===== src/rtl/selfprog_pkg.sv =====
package selfprog_pkg;
  typedef enum logic [1:0] {
    FK_NONE  = 2'b00,
    FK_ERASE = 2'b01,
    FK_WRITE = 2'b10,
    FK_LOCK  = 2'b11
  } flash_kind_e;

  typedef enum logic [2:0] {
    CMD_LOAD,
    CMD_ERASE,
    CMD_WRITE,
    CMD_LOCK,
    CMD_REOPEN,
    CMD_BAD
  } cmd_e;
endpackage


===== src/rtl/selfprog_window.sv =====
module selfprog_window #(
  parameter int WINDOW = 4
) (
  input  logic clk,
  input  logic rst_n,
  input  logic arm,
  input  logic cancel,
  output logic open_o,
  output logic last_o
);
  localparam int CW = $clog2(WINDOW + 1);
  logic [CW-1:0] cnt_q, cnt_d;

  always_comb begin
    cnt_d = cnt_q;
    if (arm)                cnt_d = CW'(WINDOW);
    else if (cancel)        cnt_d = '0;
    else if (cnt_q != '0)   cnt_d = cnt_q - 1'b1;
  end

  always_ff @(posedge clk or negedge rst_n) begin
    if (!rst_n) cnt_q <= '0;
    else        cnt_q <= cnt_d;
  end

  assign open_o = (cnt_q != '0);
  assign last_o = (cnt_q == CW'(1));
endmodule


===== src/rtl/selfprog_decode.sv =====
module selfprog_decode
  import selfprog_pkg::*;
#(
  parameter int PAGE_W    = 9,
  parameter int NRWW_PAGE = 480
) (
  input  logic [3:0]        cmd_bits,
  input  logic              zext,
  input  logic [15:0]       zptr,
  output cmd_e              cmd,
  output logic [PAGE_W-1:0] page,
  output logic              in_nrww
);
  logic sub_page_zero;

  assign page          = PAGE_W'({zext, zptr[15:8]});
  assign sub_page_zero = (zptr[7:0] == 8'h00);
  assign in_nrww       = (page >= PAGE_W'(NRWW_PAGE));

  always_comb begin
    unique case (cmd_bits)
      4'b0000: cmd = CMD_LOAD;
      4'b0001: cmd = sub_page_zero ? CMD_ERASE : CMD_BAD;
      4'b0010: cmd = sub_page_zero ? CMD_WRITE : CMD_BAD;
      4'b0100: cmd = CMD_LOCK;
      4'b1000: cmd = CMD_REOPEN;
      default: cmd = CMD_BAD;
    endcase
  end
endmodule


===== src/rtl/selfprog_optimer.sv =====
module selfprog_optimer #(
  parameter int CYCLES = 65600
) (
  input  logic clk,
  input  logic rst_n,
  input  logic start,
  output logic busy,
  output logic done
);
  localparam int CW = $clog2(CYCLES + 1);
  logic [CW-1:0] cnt_q, cnt_d;

  always_comb begin
    cnt_d = cnt_q;
    if (start)             cnt_d = CW'(CYCLES);
    else if (cnt_q != '0)  cnt_d = cnt_q - 1'b1;
  end

  always_ff @(posedge clk or negedge rst_n) begin
    if (!rst_n) cnt_q <= '0;
    else        cnt_q <= cnt_d;
  end

  assign busy = (cnt_q != '0);
  assign done = (cnt_q == CW'(1));
endmodule


===== src/rtl/selfprog_seq.sv =====
module selfprog_seq
  import selfprog_pkg::*;
#(
  parameter int WINDOW    = 4,
  parameter int OP_CYCLES = 65600,
  parameter int NRWW_PAGE = 480
) (
  input  logic        clk,
  input  logic        rst_n,
  input  logic        csr_we,
  input  logic [7:0]  csr_wdata,
  output logic [7:0]  csr_rdata,
  input  logic [15:0] zptr,
  input  logic        zext,
  input  logic [15:0] data_word,
  input  logic        spm_strobe,
  input  logic        eep_busy,
  output logic        buf_we,
  output logic [6:0]  buf_index,
  output logic [15:0] buf_data,
  output logic        flash_go,
  output logic [1:0]  flash_kind,
  output logic [8:0]  flash_page,
  output logic [7:0]  lock_bits,
  output logic        flash_done,
  output logic        cpu_halt,
  output logic        rww_busy,
  output logic        irq
);
  localparam int PAGE_W = 9;

  logic              en_q, en_d;
  logic [3:0]        cmd_q, cmd_d;
  logic              ie_q, ie_d;
  logic              rww_q, rww_d;
  logic              halt_q, halt_d;
  logic              go_q, go_d;
  flash_kind_e       kind_q, kind_d;
  logic [PAGE_W-1:0] page_q, page_d;
  logic [7:0]        lock_q, lock_d;
  logic              bwe_q, bwe_d;
  logic [6:0]        bidx_q, bidx_d;
  logic [15:0]       bdat_q, bdat_d;

  logic              run, op_done, win_open, win_last;
  logic              wr_ok, accept, timeout, long_start;
  cmd_e              dec_cmd;
  logic [PAGE_W-1:0] dec_page;
  logic              dec_nrww;

  assign wr_ok   = csr_we && !eep_busy && !run;
  assign accept  = spm_strobe && en_q && !run && win_open && !wr_ok;
  assign timeout = win_last && en_q && !run && !accept && !wr_ok;
  assign long_start = accept &&
    (dec_cmd == CMD_ERASE || dec_cmd == CMD_WRITE || dec_cmd == CMD_LOCK);

  selfprog_decode #(.PAGE_W(PAGE_W), .NRWW_PAGE(NRWW_PAGE)) u_decode (
    .cmd_bits (cmd_q),
    .zext     (zext),
    .zptr     (zptr),
    .cmd      (dec_cmd),
    .page     (dec_page),
    .in_nrww  (dec_nrww)
  );

  selfprog_window #(.WINDOW(WINDOW)) u_window (
    .clk    (clk),
    .rst_n  (rst_n),
    .arm    (wr_ok && csr_wdata[0]),
    .cancel (accept || wr_ok),
    .open_o (win_open),
    .last_o (win_last)
  );

  selfprog_optimer #(.CYCLES(OP_CYCLES)) u_optimer (
    .clk   (clk),
    .rst_n (rst_n),
    .start (long_start),
    .busy  (run),
    .done  (op_done)
  );

  always_comb begin
    en_d   = en_q;
    cmd_d  = cmd_q;
    ie_d   = ie_q;
    rww_d  = rww_q;
    halt_d = halt_q;
    kind_d = kind_q;
    page_d = page_q;
    lock_d = lock_q;
    bidx_d = bidx_q;
    bdat_d = bdat_q;
    go_d   = 1'b0;
    bwe_d  = 1'b0;

    if (wr_ok) begin
      ie_d  = csr_wdata[7];
      en_d  = csr_wdata[0];
      cmd_d = csr_wdata[0] ? csr_wdata[4:1] : 4'b0000;
    end else if (accept) begin
      unique case (dec_cmd)
        CMD_LOAD: begin
          bwe_d  = 1'b1;
          bidx_d = zptr[7:1];
          bdat_d = data_word;
          en_d   = 1'b0;
          cmd_d  = 4'b0000;
        end
        CMD_ERASE, CMD_WRITE: begin
          go_d   = 1'b1;
          kind_d = (dec_cmd == CMD_ERASE) ? FK_ERASE : FK_WRITE;
          page_d = dec_page;
          if (dec_nrww) halt_d = 1'b1;
          else          rww_d  = 1'b1;
        end
        CMD_LOCK: begin
          go_d   = 1'b1;
          kind_d = FK_LOCK;
          lock_d = data_word[7:0];
        end
        CMD_REOPEN: begin
          rww_d = 1'b0;
          en_d  = 1'b0;
          cmd_d = 4'b0000;
        end
        default: begin
          en_d  = 1'b0;
          cmd_d = 4'b0000;
        end
      endcase
    end else if (timeout) begin
      en_d  = 1'b0;
      cmd_d = 4'b0000;
    end

    if (op_done) begin
      en_d   = 1'b0;
      cmd_d  = 4'b0000;
      halt_d = 1'b0;
    end
  end

  always_ff @(posedge clk or negedge rst_n) begin
    if (!rst_n) begin
      en_q   <= 1'b0;
      cmd_q  <= 4'b0000;
      ie_q   <= 1'b0;
      rww_q  <= 1'b0;
      halt_q <= 1'b0;
      go_q   <= 1'b0;
      kind_q <= FK_NONE;
      page_q <= '0;
      lock_q <= 8'hFF;
      bwe_q  <= 1'b0;
      bidx_q <= '0;
      bdat_q <= '0;
    end else begin
      en_q   <= en_d;
      cmd_q  <= cmd_d;
      ie_q   <= ie_d;
      rww_q  <= rww_d;
      halt_q <= halt_d;
      go_q   <= go_d;
      kind_q <= kind_d;
      page_q <= page_d;
      lock_q <= lock_d;
      bwe_q  <= bwe_d;
      bidx_q <= bidx_d;
      bdat_q <= bdat_d;
    end
  end

  assign csr_rdata  = {ie_q, rww_q, 1'b0, cmd_q, en_q};
  assign buf_we     = bwe_q;
  assign buf_index  = bidx_q;
  assign buf_data   = bdat_q;
  assign flash_go   = go_q;
  assign flash_kind = kind_q;
  assign flash_page = page_q;
  assign lock_bits  = lock_q;
  assign flash_done = op_done;
  assign cpu_halt   = halt_q;
  assign rww_busy   = rww_q;
  assign irq        = ie_q && !en_q;
endmodule


===== config.mk =====
export PLATFORM = sky130hd
export DESIGN_NAME = selfprog_seq
export DESIGN_NICKNAME = d
export VERILOG_FILES = /design/src/rtl/selfprog_pkg.sv /design/src/rtl/selfprog_window.sv /design/src/rtl/selfprog_decode.sv /design/src/rtl/selfprog_optimer.sv /design/src/rtl/selfprog_seq.sv
export SDC_FILE = /design/constraint.sdc
export NUM_CORES = 1
export LEC_CHECK = 0
export ABC_AREA = 1
export ABC_CLOCK_PERIOD_IN_PS = 2400
export BUFFER_PORTS_ARGS = -buffer_cell sky130_fd_sc_hd__buf_2
export CAP_MARGIN = 40
export CORE_ASPECT_RATIO = 1.1
export CORE_MARGIN = 2
export CORE_UTILIZATION = 40
export CTS_CLUSTER_DIAMETER = 120
export CTS_CLUSTER_SIZE = 25
export DETAILED_ROUTE_END_ITERATION = 8
export SETUP_SLACK_MARGIN = 0.02
export SYNTH_ARGS = -nofsm -noshare
export SYNTH_HDL_FRONTEND = slang
export SYNTH_SLANG_ARGS = --single-unit

===== constraint.sdc =====
create_clock -name clk -period 2.4 [get_ports clk]
set_input_delay 0.24 -clock clk [delete_from_list [all_inputs] [get_ports clk]]
set_output_delay 0.24 -clock clk [all_outputs]
set_load 0.005 [all_outputs]

# Word-level counts from Yosys, hierarchy flattened
# Index checks and enable logic that the tools add are counted.
dict set report op_classes {
  muxes 34
  n_lt_le_gt_ge 1
  bitwise_logic 1
  n_reduce_logical 43
  addsub 2
  n_eq_ne 13
}
# operator n
set ops {}
lappend ops {{$mux 17} 2}
lappend ops {{$mux 4} 6}
lappend ops {{$eq 17x1->1 const B} 1}
lappend ops {{$mux 1} 17}
lappend ops {{$reduce_bool 17->1} 1}
lappend ops {{$sub 17x1->17 const B} 1}
lappend ops {{$mux 3} 5}
lappend ops {{$pmux 3 s5} 1}
lappend ops {{$logic_and 1x1->1} 13}
lappend ops {{$reduce_and 3->1} 4}
lappend ops {{$reduce_bool 2->1} 6}
lappend ops {{$ge 9x9->1 const B} 1}
lappend ops {{$logic_not 8->1} 1}
lappend ops {{$reduce_and 4->1} 2}
lappend ops {{$eq 3x1->1 const B} 2}
lappend ops {{$eq 3x2->1 const B} 2}
lappend ops {{$reduce_bool 3->1} 2}
lappend ops {{$logic_not 1->1} 5}
lappend ops {{$eq 4x1->1 const B} 1}
lappend ops {{$eq 4x2->1 const B} 1}
lappend ops {{$eq 4x3->1 const B} 1}
lappend ops {{$eq 4x4->1 const B} 1}
lappend ops {{$logic_not 4->1} 1}
lappend ops {{$ne 2x2->1 const B} 2}
lappend ops {{13 further kinds} 15}
dict set report word_totals {
  in_bits 46
  ff_bits 72
  elab_cells 108
}

# Logic depth before layout (Yosys ltp)
# Gate-level depths: netlist (run 1).
dict set report depth {
  depth_word 12
  depth_mapped 13
}

# By module
# From an unflattened synthesis (run 1), not the netlist that was laid out.
dict set report unflattened {
  hier_cells 487
  area_unflattened_um2 3791.1
}
# module seq_area_each_um2 area_each_um2 instances cells_per_inst
set modules_own_cells {}
lappend modules_own_cells {selfprog_seq 1311.3 2275.9 1 259}
lappend modules_own_cells {selfprog_optimer 425.4 1063.5 1 151}
lappend modules_own_cells {selfprog_decode 0.0 239.0 1 48}
lappend modules_own_cells {selfprog_window 75.1 212.7 1 29}

# Least setup slack after synthesis (run 1)
# No wires, ideal clock.
dict set report synth_timing {
  kind {flip-flop to flip-flop}
  start {reg u_optimer.cnt_q[0]}
  end {reg bdat_q[4], in the netlist buf_data[4]}
  t_required_ns 2.283
  stages_incl_launch_ff 13
  period_less_slack_ns 1.913
  n_path_buf 1
  setup_ns 0.117
  slack_ns 0.487
  arrival_time_ns 1.795
  cell_sequence {dfrtp_1 inv_1 ha_1 nand2_1 nor2_2 nand2_4 nor2_8 nand3_4 nor2_8 nand3_4 buf_6 nand2_1 o21ai_2}
}
dict set report synth_between {
  elab_chain_cells 6
  word_cells_on_any_way 9
  cone_classes {bitwise: 1; reduce/logical: 8}
}
# item line
set synth_rtl {}
lappend synth_rtl {{start: declaration} selfprog_optimer.sv:11} ;# logic [CW-1:0] cnt_q, cnt_d;
lappend synth_rtl {{start signal: assignment} selfprog_optimer.sv:21} ;# else cnt_q <= cnt_d;
lappend synth_rtl {{$reduce_bool 17->1 (*)} selfprog_optimer.sv:24} ;# assign busy = (cnt_q != '0);
lappend synth_rtl {{$logic_not 1->1 (*)} {selfprog_seq.sv:51, selfprog_seq.sv:52}}
lappend synth_rtl {{$logic_and 1x1->1, on equally long branches} {selfprog_seq.sv:52, selfprog_seq.sv:51}}
lappend synth_rtl {{$logic_and 1x1->1 or $logic_not 1->1 (tied branches)} selfprog_seq.sv:52} ;# assign accept = spm_strobe && en_q && !run && win_open && !wr_ok;
lappend synth_rtl {{$logic_and 1x1->1} selfprog_seq.sv:52}
lappend synth_rtl {{$reduce_and 3->1 (no source line) (*)} n/a}
lappend synth_rtl {{end signal: assignment} selfprog_seq.sv:170} ;# bdat_q <= bdat_d;
lappend synth_rtl {{end: declaration} selfprog_seq.sv:43} ;# logic [15:0] bdat_q, bdat_d;
# Mark *: on every way between the ends. The rest lies on a longest branch, timed or not.
# A chain may end at the register's enable or synchronous reset.

# Final worst setup path (run 1)
dict set report layout_timing {
  start {reg u_optimer.cnt_q[0]}
  end {reg page_q[8], in the netlist flash_page[8]}
}
dict set report layout_between {
  elab_chain_cells 6
  word_cells_on_any_way 9
  cone_classes {bitwise: 1; reduce/logical: 8}
}
# item line
set layout_rtl {}
lappend layout_rtl {{$reduce_bool 17->1 (*)} selfprog_optimer.sv:24}
lappend layout_rtl {{$logic_not 1->1 (*)} {selfprog_seq.sv:51, selfprog_seq.sv:52}}
lappend layout_rtl {{$logic_and 1x1->1, on equally long branches} {selfprog_seq.sv:52, selfprog_seq.sv:51}}
lappend layout_rtl {{$logic_and 1x1->1 or $logic_not 1->1 (tied branches)} selfprog_seq.sv:52}
lappend layout_rtl {{$logic_and 1x1->1} selfprog_seq.sv:52}
lappend layout_rtl {{$reduce_and 3->1 (no source line) (*)} n/a}
lappend layout_rtl {{end signal: assignment} selfprog_seq.sv:166} ;# page_q <= page_d;
lappend layout_rtl {{end: declaration} selfprog_seq.sv:39} ;# logic [PAGE_W-1:0] page_q, page_d;
# Marked as above.

==> results.md, run 1 <==
- FF-to-FF End: flash_page[8]$_DFFE_PN0P_
- I/O pins: just over 100
- Synth async-reset ratio: 100%
- Number of routed nets with antenna violations: 0
- Global-route wire length before repair: 12.4 mm
- Post-Route Utilization: 50.2%
- Peak supply drop: around 0.00029 V
- Max cap viols: 0
- Inserted Diodes: 0
- Final instance area: 4460 um2
- Syn Nets: 469
- CP Launch Type: register
- Fillers: 868
- Clock sink count: 72
- EDFF count, synth: 0
- Largest stage delay, worst path: 0.40 ns
- Min-delay src: data_word[13]
- Reg-to-Reg Start: u_optimer.cnt_q[0]$_DFFE_PN0P_
- Post-DR vias/cell: 4.48
- Chip width: 94.9 um
- Pin count of the biggest net entering global routing: 73
- Crit path kind: reg -> reg
- Family with the most delay on the worst path: simple AND/OR/NAND/NOR gates
- Worst path bufs/invs: 1
- Vias: 2862
- Global route overflow: 0
- Yosys reg bits: 72
- Worst-Margin Slew: ~0.63 ns
- Reg-to-reg slack, setup: 0.27 ns
- Synth Instances: approximately 420
- Worst EP arrival: ~2.4 ns
- Max Slew Vio Count: 0
- Area growth syn-to-layout: 22.5%
- Pleak: about 2.6 nW
- Cell row count: 36
- Synth area leader: dfrtp_1
- Setup WS post-layout: 0.271 ns
- Routability Congestion: 0.756
- Core ar.: 8870 um2
- Nets: approximately 570
- Final min period: 2.13 ns
- Critical Path RT: 2.63 ns
- DPL Wire Length: approximately 5.5 mm
- Crit. End Element: register
- Starting Density: around two fifths
- Sequential element share of the synthesized area: roughly half
- Port buffer count: 98
- F_max: 470 MHz
- Fin. Hold Viols: 0
- Outcome: completed
- Hold Path Class: in -> reg
- Tot GR Track Use: 15.8%
- Unrepaired setup endpoints after global routing: no
- CP Max Fanout: 13
- Worst Hold Path Cells: 3
- Multi-input logic area: 1490 um2
- Num CTS Buffers: 9
- Synth Cell Area: 3640 um2
- Die height: 104 um
- Netlist cell types: 35
- Pre-CTS setup slack: 0.269 ns
- Initial DRC count: 108
- Slowest-stage cell, CP: dfrtp_1
- Period utilisation layout: 88.7%
- Syn_area_per_cell: 8.73 um2
- Hold Path End: buf_data[13]$_DFFE_PN0P_
- Layout cells sized above 1: around 31%
- WL/cell: 11.6 um
- Drt total wl: 7.41 mm
- Clock Latency Late Sink: roughly 0.34 ns
- CTS H-tree lvls: 3
- Share of the synthesized area in the top cell type: 44.0%
- Power consumption: 2.58 mW
- DRC Markers: 0
- CP cell instances: inv_1 > ha_1 > nand2_1 > nor2_2 > nand2_4 > nor2_8 > nand3_4 > nor2_8 > nand2_2 > nand2_1 > o21ai_2
- Register Area: 1810 um2
- Initial antenna violation count: 0
- Worst rel slew slack: 57.5%
- Post-place instance area: 4230 um2
- Worst Clk Skew: 0.0120 ns
- Cell depth of the worst flop-to-flop path: 11
- Full die area: 9880 um2
- Ys Warns: 0
- Vias in the first global route: 2771
- Pre-antenna DRT Iters: 4
- Main area contributors after synthesis: dfrtp_1 (44%), nand2_1 (13%), inv_1 (6.4%)
- CTS tree: done
- Postcts setup bufs: 0
- Pwr/cell area: about 580 nW/um2
- TNS Setup: 0 ns
- Clock slew seen by the registers of the worst setup and hold paths: 0.08 ns
- Clock Path Buffers: 2
- Most used DFF post-synth: dfrtp_1
- Clk root buf: clkbuf_8
- Final Setup Violations: 0
==> per-layer routing <==
layer | global-route usage, % | wire length [um]
met2 | 25.0 | 3420
met1 | 20.3 | 3440
met4 | 6.52 | 93
met3 | 4.49 | 455
met5 | 0 | 0
==> timing repair <==
action / in CTS / in global routing
hold buffers: 1 / 0
endpoints found under the hold margin: 64 / 0
resized for setup: 0 / 0
==> state kept, by name, summed over array words and instances, names as in the netlist, 2 cells and up <==
register	cells
flash_kind	2
buf_data	16
cmd_q	4
lock_bits	8
flash_page	9
buf_index	7
u_window.cnt_q	3
u_optimer.cnt_q	17
==> power breakdown <==
part | internal, mW | switching, mW | leakage (nW)
sequential | 1.24 | 0.0252 | 0.939
clock | 0.619 | 0.452 | 0.111
combinational | 0.0970 | 0.144 | 1.53
==> cells in the mapped netlist (all sizes together) (3+ instances only) <==
| cell | n |
|---|---|
| xor2 | 12 |
| a21oi | 3 |
| buf | 10 |
| o21ai | 27 |
| inv | 63 |
| dfrtp | 64 |
| nand2 | 137 |
| ha | 6 |
| nand3 | 28 |
| nor3 | 5 |
| nand4 | 5 |
| nor2 | 37 |
| dfstp | 8 |
==> worst max path at each step <==
stage | startpoint | cells past startpoint | slack [ns] | to
detailed placement | u_optimer.cnt_q[0]$_DFFE_PN0P_ | 12 | 0.27 | buf_data[6]$_DFFE_PN0P_
CTS | u_optimer.cnt_q[0]$_DFFE_PN0P_ | 12 | 0.25 | buf_data[7]$_DFFE_PN0P_
floorplan | u_optimer.cnt_q[0]$_DFFE_PN0P_ | 12 | 0.49 | buf_data[4]$_DFFE_PN0P_
finish | u_optimer.cnt_q[0]$_DFFE_PN0P_ | 11 | 0.27 | flash_page[8]$_DFFE_PN0P_
global route | u_optimer.cnt_q[0]$_DFFE_PN0P_ | 11 | 0.1 | flash_page[8]$_DFFE_PN0P_
global placement | u_optimer.cnt_q[0]$_DFFE_PN0P_ | 12 | 0.30 | buf_data[0]$_DFFE_PN0P_
==> layout make-up <==
| cell class | instances | area share, % |
|---|---|---|
| Clock buffer | 12 | 3.26 |
| Tap cell | 114 | 3.20 |
| Timing Repair Buffer | 102 | 12.3 |
| Sequential cell | 72 | 40.6 |
| Multi-Input combinational cell | 270 | 33.4 |
| Clock inverter | 4 | 1.74 |
| Inverter | 65 | 5.50 |
==> tightest hold or removal path, stage by stage <==
cell     delay, ns
buf_2         0.07
nand2_1       0.04
nand2_1       0.05
==> cells in the final DEF, fill, tap and decap left out, types with 2 or more instances in the layout <==
cell / instances
inv_1: 62
dfrtp_1: 64
bufinv_16: 2
nand3_4: 2
nor2_4: 3
o21ai_1: 9
clkbuf_8: 10
nor2_2: 5
nand2_4: 3
clkbuf_1: 2
nand2_2: 8
nor2_1: 25
clkinv_4: 2
nand3_1: 26
a21oi_1: 3
nor3_1: 5
xor2_1: 12
nand4_1: 4
o21ai_2: 12
buf_2: 98
xnor2_1: 2
o21ai_0: 6
dfstp_2: 8
buf_12: 2
nor2_8: 4
ha_1: 6
nand2_1: 126
==> cell families (layout without fill, tap and decap cells) <==
logic type,count (synthesis),count (layout),synth area share (%)
xor gates and xnor gates,14,14,3.37
other,1,1,0.103
buffers and inverters,75,183,9.32
adders and majority gates,6,6,2.06
DFF,72,72,49.8
AOI/OAI and AO/OA,32,32,5.74
and+or+nand+nor,217,217,29.6
==> per-stage QoR <==
stage	hold slack [ns]	cells
after detailed placement	0.305	622
after global placement	0.304	622
after CTS	0.0747	639
final	0.0946	639
after floorplan	-0.0556	417
after global routing	0.0753	639
(Power assumes the default switching activity.)
==> run 2: changes to the inputs <==
--- a/config.mk
+++ b/config.mk
@@ -5,7 +5,6 @@
 export SDC_FILE = /design/constraint.sdc
 export NUM_CORES = 1
 export LEC_CHECK = 0
-export ABC_AREA = 1
 export ABC_CLOCK_PERIOD_IN_PS = 2400
 export BUFFER_PORTS_ARGS = -buffer_cell sky130_fd_sc_hd__buf_2
 export CAP_MARGIN = 40
@@ -19,3 +18,4 @@
 export SYNTH_ARGS = -nofsm -noshare
 export SYNTH_HDL_FRONTEND = slang
 export SYNTH_SLANG_ARGS = --single-unit
+export TNS_END_PERCENT = 1
==> results.md, run 2 <==
- WL/cell: 14.8 um (+28%)
- CTS tree: done
- Share of the synthesized area in the top cell type: 48.2% (+4.2 points)
- Pin count of the biggest net entering global routing: 46 (-37%)
- Global route overflow: 0 (unchanged)
- Core ar.: 8000 um2 (-9.9%)
- Netlist cell types: 51 (+46%)
- CP Launch Type: register
- Max Slew Vio Count: 0 (unchanged)
- Worst EP arrival: 2.69 ns (+0.33 ns)
- Post-Route Utilization: 56.8% (+6.5 points)
- Ys Warns: 0 (unchanged)
- Synth Instances: 275 (-34%)
- Worst Clk Skew: 0.00881 ns (-0.00320 ns)
- Yosys reg bits: 72 (unchanged)
- Inserted Diodes: 0 (unchanged)
- Clock Path Buffers: 2 (unchanged)
- Drt total wl: 7.76 mm (+4.7%)
- Clock slew seen by the registers of the worst setup and hold paths: 0.08 ns (about the same)
- Period utilisation layout: 103% (+14 points)
- Max reg flops: 17 (unchanged)
- Main area contributors after synthesis: dfrtp_1 (48%), dfstp_2 (6.3%), mux2_1 (6.1%)
- Pre-antenna DRT Iters: 4 (unchanged)
- Number of routed nets with antenna violations: 0 (unchanged)
- Max cap viols: 0 (unchanged)
- Layout cells sized above 1: 50.2% (+19 points)
- Cell row count: 34 (-5.6%)
- Post-synth top cells: dfrtp_1 (64), mux2_1 (18), nor2_1 (18)
- Most frequent cells in the layout: buf_2 (98), dfrtp_1 (64), buf_4 (31), mux2_4 (21), nor2_1 (17)
- Die height: 99.6 um (-4.2%)
- Synth area leader: dfrtp_1
- Crit. End Element: register
- Sequential element share of the synthesized area: 54.5% (+4.7 points)
- Pleak: 2.48 nW (-4.2%)
- DRC Markers: 0 (unchanged)
- Largest reg by FF count: u_optimer.cnt_q
- Clock sink count: 72 (unchanged)
- I/O pins: 102 (unchanged)
- Setup WS post-layout: -0.0645 ns (-0.336 ns)
- Final Setup Violations: 30 (+30)
- Worst rel slew slack: 48.1% (-9.3 points)
- Full die area: 9060 um2 (-8.3%)
- Nets: 463 (-19%)
- Global-route wire length before repair: 12.3 mm (-0.33%)
- Synth async-reset ratio: 100% (unchanged)
- F_max: 406 MHz (-14%)
- Commonest non-fill, non-tap cell in the layout: buf_2
- Num CTS Buffers: 9 (unchanged)
- Critical Path RT: 2.62 ns (about the same)
- Fin. Hold Viols: 0 (unchanged)
- Post-DR vias/cell: 5.02 (+12%)
- Initial DRC count: 80 (-26%)
- Vias in the first global route: 2593 (-6.4%)
- Worst-Margin Slew: 0.772 ns (+0.140 ns)
- Vias: 2628 (-8.2%)
- Power consumption: 2.34 mW (-9.4%)
- Port buffer count: 98 (unchanged)
- Syn Nets: 327 (-30%)
- Crit path kind: reg -> reg
- Syn_area_per_cell: 12.1 um2 (+39%)
- Tot GR Track Use: 16.9% (+1.0 points)
- Reg-to-reg slack, setup: -0.06 ns (-0.34 ns)
- EDFF count, synth: 0 (unchanged)
- Failing checks: negative setup slack
- Starting Density: 41.6% (+0.56 points)
- Clock Latency Late Sink: 0.34 ns (about the same)
- CP Max Fanout: 6 (-7)
- Final min period: 2.46 ns (+0.336 ns)
- Area growth syn-to-layout: 36.6%
- Clk root buf: clkbuf_8
- Initial antenna violation count: 0 (unchanged)
- CTS H-tree lvls: 3 (unchanged)
- Chip width: 90.9 um (-4.2%)
- DPL Wire Length: 5.47 mm (-0.26%)
- Hold Path Class: in -> reg
- Unrepaired setup endpoints after global routing: yes
- Most used DFF post-synth: dfrtp_1
- Most common cell in the synthesized netlist: dfrtp_1
- Pwr/cell area: 515 nW/um2 (-11%)
- Synth Cell Area: 3320 um2 (-8.6%)
- Outcome: finished, violations left
- Routability Congestion: 0.860 (+14%)
- Peak supply drop: 0.000364 V (+26%)
[run 2: cell types whose count changed after synthesis, sizes merged, moves of 7 or more]
cell / change
nand2: -120
inv: -56
mux2: +41
o21ai: -21
nor2: -19
nand3: -16
nor3: +8
xor2: -7
[run 2: metal layers]
metal	global-route usage (%)	wire length (um)	vias to the layer above
met2	27.4	3690	84
met4	5.01	17	0
met5	0	0	-
met1	22.3	3590	1277
met3	4.47	453	2
li1	-	-	1265
[run 2: repair_timing]
| action | in CTS | in global routing |
|---|---|---|
| setup endpoints to repair | 41 | 59 |
| setup buffers | 0 | 4 |
| pin swaps | 1 | 2 |
| hold buffers | 1 | 0 |
| cloned | 0 | 3 |
| gates resized for setup | 6 | 16 |
| endpoints found under the hold margin | 27 | 0 |
[run 2: area by class of cell]
class,count,area (um2)
Clock buffer,9,124
Clock inverter,7,56.3
Fill cell,725,3460
Inverter,7,26.3
Multi-Input combinational cell,185,1540
Sequential cell,72,1810
Tap cell,108,135
Timing Repair Buffer,136,846
[run 2: path summary, 6_finish.rpt]
kind | endpoint | depth (start not counted) | from
min in group asynchronous | buf_index[4]$_DFFE_PN0P_ | 2 | rst_n
hold / removal | flash_page[0]$_DFFE_PN0P_ | 2 | zptr[8]
hold reg to reg | flash_page[5]$_DFFE_PN0P_ | 1 | flash_page[5]$_DFFE_PN0P_
setup reg to reg | buf_data[12]$_DFFE_PN0P_ | 9 | u_optimer.cnt_q[1]$_DFFE_PN0P_
max in group asynchronous | lock_bits[3]$_DFFE_PN1P_ | 3 | rst_n
setup / recovery | buf_data[12]$_DFFE_PN0P_ | 9 | u_optimer.cnt_q[1]$_DFFE_PN0P_
[run 2: stage by stage]
| step | cells | instance area [um2] | TNS [ns] | hold slack, ns | setup slack (ns) |
|---|---|---|---|---|---|
| 2_1_floorplan | 275 | 3360 | -0.184 | -0.0556 | -0.0102 |
| 3_3_place_gp | 500 | 4160 | -0.348 | 0.324 | -0.0255 |
| 3_5_place_dp | 500 | 4160 | -1.47 | 0.323 | -0.110 |
| 4_1_cts | 517 | 4380 | -0.0461 | 0.0926 | -0.00974 |
| 5_1_grt | 524 | 4540 | -3.22 | 0.0830 | -0.121 |
| 6_report | 524 | 4540 | -0.879 | 0.109 | -0.0645 |
[run 2: cell families after synthesis]
family                   after synthesis  share of synthesized area (%)
AO/OA/AOI/OAI                         33                           6.85
buffers and inverters                 18                           2.94
XOR/XNOR                              12                           3.16
other                                  1                          0.113
multiplexers                          42                           15.2
AND/OR/NAND/NOR                       90                           14.7
flip-flops                            72                           54.5
adder cells (fa/ha/maj)                7                           2.56
[run 2: power by group]
part / switching [mW] / internal (mW) / total, mW
sequential: 0.0190 / 1.24 / 1.26
clock: 0.474 / 0.383 / 0.857
combinational: 0.117 / 0.104 / 0.221
total: 0.610 / 1.73 / 2.34
[run 2: critical path: stages, from the launching register on]
cell	delay [ns]
dfrtp_1	0.40
inv_2	0.09
ha_4	0.13
or3b_4	0.37
or3_4	0.39
nor4_4	0.23
buf_6	0.17
nand2_8	0.07
clkbuf_16	0.20
mux2_4	0.30
